`src/rtl/dcc_commit_cnt.sv`:
```
module dcc_commit_cnt #(
  parameter int SLOTS = 2,
  parameter int CNT_W = 16
) (
  input  logic             clk_i,
  input  logic             rst_ni,
  input  logic [SLOTS-1:0] valid_i,
  input  logic [SLOTS-1:0] dup_i,
  output logic [CNT_W-1:0] orig_cnt_o,
  output logic [CNT_W-1:0] dup_cnt_o
);
  localparam int INC_W = $clog2(SLOTS + 1);

  logic [INC_W-1:0] orig_inc, dup_inc;
  logic [CNT_W-1:0] orig_q, dup_q;

  always_comb begin
    orig_inc = '0;
    dup_inc  = '0;
    for (int s = 0; s < SLOTS; s++) begin
      orig_inc = orig_inc + INC_W'(valid_i[s] && !dup_i[s]);
      dup_inc  = dup_inc  + INC_W'(valid_i[s] &&  dup_i[s]);
    end
  end

  always_ff @(posedge clk_i or negedge rst_ni) begin
    if (!rst_ni) begin
      orig_q <= '0;
      dup_q  <= '0;
    end else begin
      orig_q <= orig_q + CNT_W'(orig_inc);
      dup_q  <= dup_q  + CNT_W'(dup_inc);
    end
  end

  assign orig_cnt_o = orig_q;
  assign dup_cnt_o  = dup_q;
endmodule

```
`config.mk`:
```
export PLATFORM = sky130hd
export DESIGN_NAME = dcc_commit_cnt
export DESIGN_NICKNAME = d
export VERILOG_FILES = /design/src/rtl/dcc_commit_cnt.sv
export SDC_FILE = /design/constraint.sdc
export NUM_CORES = 1
export LEC_CHECK = 0
export ABC_AREA = 1
export BUFFER_PORTS_ARGS = -buffer_cell sky130_fd_sc_hd__buf_2
export CORE_AREA = 2 2 68 77
export DETAILED_ROUTE_END_ITERATION = 16
export DIE_AREA = 0 0 70 79
export HOLD_SLACK_MARGIN = 0.02
export PLACE_DENSITY_LB_ADDON = 0.2
export SLEW_MARGIN = 20
export SYNTH_ARGS = -nofsm -noshare
export SYNTH_HDL_FRONTEND = slang
export SYNTH_SLANG_ARGS = --single-unit
```
`constraint.sdc`:
```
create_clock -name clk_i -period 1.75 [get_ports clk_i]
set_input_delay 0.35 -clock clk_i [delete_from_list [all_inputs] [get_ports clk_i]]
set_output_delay 0.35 -clock clk_i [all_outputs]
set_load 0.03 [all_outputs]
```
==> impl_metrics.ini <==
[power]
ir_worst_vdd_mv = 0.683
power.density_mw_per_mm2 = 1220
finalPower_uw = 2450
cell_leakage_power_uw = 0.000997

[floorplanning]
start_util_pct = 33.8
std_cell_rows = 27
chipHeight_um = 79
pin_count = 38
floorplan.die.width_um = 70
die_area_mm2 = 0.00553
floorplan.core_area_mm2 = 0.00480

[yosys]
postSynthRegisterBits = 32
yosys_most_used_dff = dfrtp_1
synth_largest_type_area_fraction_pct = 49.4
synthesis.area_mm2 = 0.00162
synth.top_cells.by_count = nand2_1 (52), dfrtp_1 (32), inv_1 (20)
synth_area_leader_cell = dfrtp_1
synth_nets = 197
yosysSeqAreaShare_pct = 49.4
synth_cell_types = 18
ys.warnings.count = 0
synth-edff-count = 0
synth_async_sr_flop_share_pct = 100
postSynthCellCount = 187
synth_most_common_cell = nand2_1
synth.avg_cell_area_um2 = 8.66
ys_top_cells_by_area = dfrtp_1 (49%), nand2_1 (12%), inv_1 (4.6%)

[route]
drc = 0
post_drt_wl_per_cell_um = 10.8
drt-pass1-iter-count = 4
vias_per_cell = 4.45
postRouteWirelength_um = 3170
drtIter0Drc = 47
ant_nets = 0
detailroute.via_count = 1308

[global_routing]
grt_overflow = 0
first_global_vias = 1289
groute.usage.overall_pct = 13.3
grt_start_max_net_pins = 33
grt_first_pass_wirelength_um = 5720
grt_antenna_before_repair = 0

[clocking]
cts_sink_cnt = 32
clock_tree_from_tritoncts = built
worst_skew_pair.late_latency_ns = 0.28
post_cts_hold_buffers = 0
clk_root_buffer_cell = clkbuf_8
max-clock-path-buffers = 2
cts_resized = 0
clk_pin_slew_ns = 0.06
tritoncts_buffers = 5
post-cts-setup-buffer-count = 0
cts-htree-levels = 2

[setup_path]
critical_path_startpoint_category = flop
reg2reg_to = orig_cnt_o[10]$_DFF_PN0_
worstPathMaxFanout = 3
worst-endpoint-arrival_ns = 1.78
worstPathRequired_ns = 1.92
worst_setup_path_end_kind = flop
setup.worst_path.class = flop to flop
worst-r2r-cell-count = 8
reg2reg_setup_slack_ns = 0.14
r2r-start = orig_cnt_o[0]$_DFF_PN0_

[flow_run]
max_cap_viol_count = 0

[layout]
postLayoutCoreUtil_pct = 41.7
post_route_cells_drive_above_1_share_pct = 30.5
stdcell_area_mm2 = 0.00200
inserted_diodes = 0
flow.area_growth_from_synthesis_pct = 23.3
fin_nets = 245

[timing]
unrepaired_setup_endpoints_after_global_routing = false
drv_slew = 0
fin_tns_setup_ns = 0
fin_crit_sh_pct = 92.2
timing.final.crit_period_ns = 1.61
final.setup_skew_ns = 0.00381
max_freq_ghz = 0.620
setup_viol_count_final = 0
hold_violations = 0
final.hold.worst_slack_ns = 0.0806
worst_slew_pin_slew_ns = 0.422
slew_margin_rel_pct = 71.8

[min_path]
min-delay-path-class = input port to async pin

[placed_design]
port_buffers = 37
dpl_cell_area_mm2 = 0.00191
gp_congestion = 0.744
place_hpwl_um = 2370

[run_status]
run_status = completed
where the power goes:
part	total, µW	switching (µW)	internal, µW
clock	585	265	321
combinational	774	518	256
sequential	1090	193	896
total	2450	975	1470
through the flow:
step	setup WS, ns	std cells
after floorplan	0.0455	187
after global placement	0.00576	286
after detailed placement	-0.0150	286
after CTS	0.106	294
after global routing	0.000351	294
final	0.137	294
critical path: stages (launching register included):
cell     delay [ns]
dfrtp_1        0.39
fa_1           0.45
ha_1           0.23
nand3_2        0.11
inv_1          0.08
nand2_2        0.10
nor2_2         0.04
nand2_1        0.05
nand2_1        0.05
flip-flops by register name (all words and copies together) (netlist names):
name and cells:
dup_cnt_o 16, orig_cnt_o 16
cell families (layout without fill, tap and decap cells):
| family | after synthesis | in the layout | synth area share [%] |
|---|---|---|---|
| adder cells (fa/ha/maj) | 4 | 4 | 4.02 |
| AO/OA/AOI/OAI | 6 | 6 | 1.85 |
| buffers and inverters | 22 | 71 | 5.10 |
| AND/OR/NAND/NOR | 109 | 109 | 32.0 |
| XOR/XNOR | 14 | 14 | 7.57 |
| flip-flops | 32 | 32 | 49.4 |
how the worst max path moves through the flow:
stage | start | to | slack [ns]
final | orig_cnt_o[0]$_DFF_PN0_ | orig_cnt_o[10]$_DFF_PN0_ | 0.14
after global routing | orig_cnt_o[0]$_DFF_PN0_ | orig_cnt_o[10]$_DFF_PN0_ | 0.0004
after CTS | orig_cnt_o[0]$_DFF_PN0_ | orig_cnt_o[10]$_DFF_PN0_ | 0.11
after detailed placement | valid_i[0] | orig_cnt_o[10]$_DFF_PN0_ | -0.02
after global placement | valid_i[0] | orig_cnt_o[10]$_DFF_PN0_ | 0.006
after floorplan | orig_cnt_o[0]$_DFF_PN0_ | orig_cnt_o[10]$_DFF_PN0_ | 0.05
cell type report:
cell class	count	area, µm²
multi-input cells	133	737
inverters	22	82.6
clock buffers	8	90.1
well taps	58	72.6
fillers	500	2800
repair buffers	41	215
flip-flops and latches	32	801
metal layers:
layer | vias to the layer above | share of wire (%) | track usage, %
met5 | - | 0 | 0
met4 | 0 | 2.3 | 6.92
met3 | 7 | 5.4 | 3.17
met2 | 33 | 47 | 22.1
met1 | 591 | 45 | 16.0
li1 | 677 | - | -
placed cells by master (no fill, tap or decap):
cell,count
nor2_4,2
nand2_2,10
inv_1,20
clkbuf_1,2
clkbuf_8,6
nand4_1,6
nand2_1,52
xor2_1,6
clkinv_1,1
nand3b_1,2
buf_2,37
nand3_1,8
inv_2,1
nor2_2,10
fa_1,2
nand3_2,2
dfrtp_1,32
xnor2_1,8
ha_1,2
buf_4,4
o21ai_1,6
nor2_1,17
(Power assumes the default switching activity.)
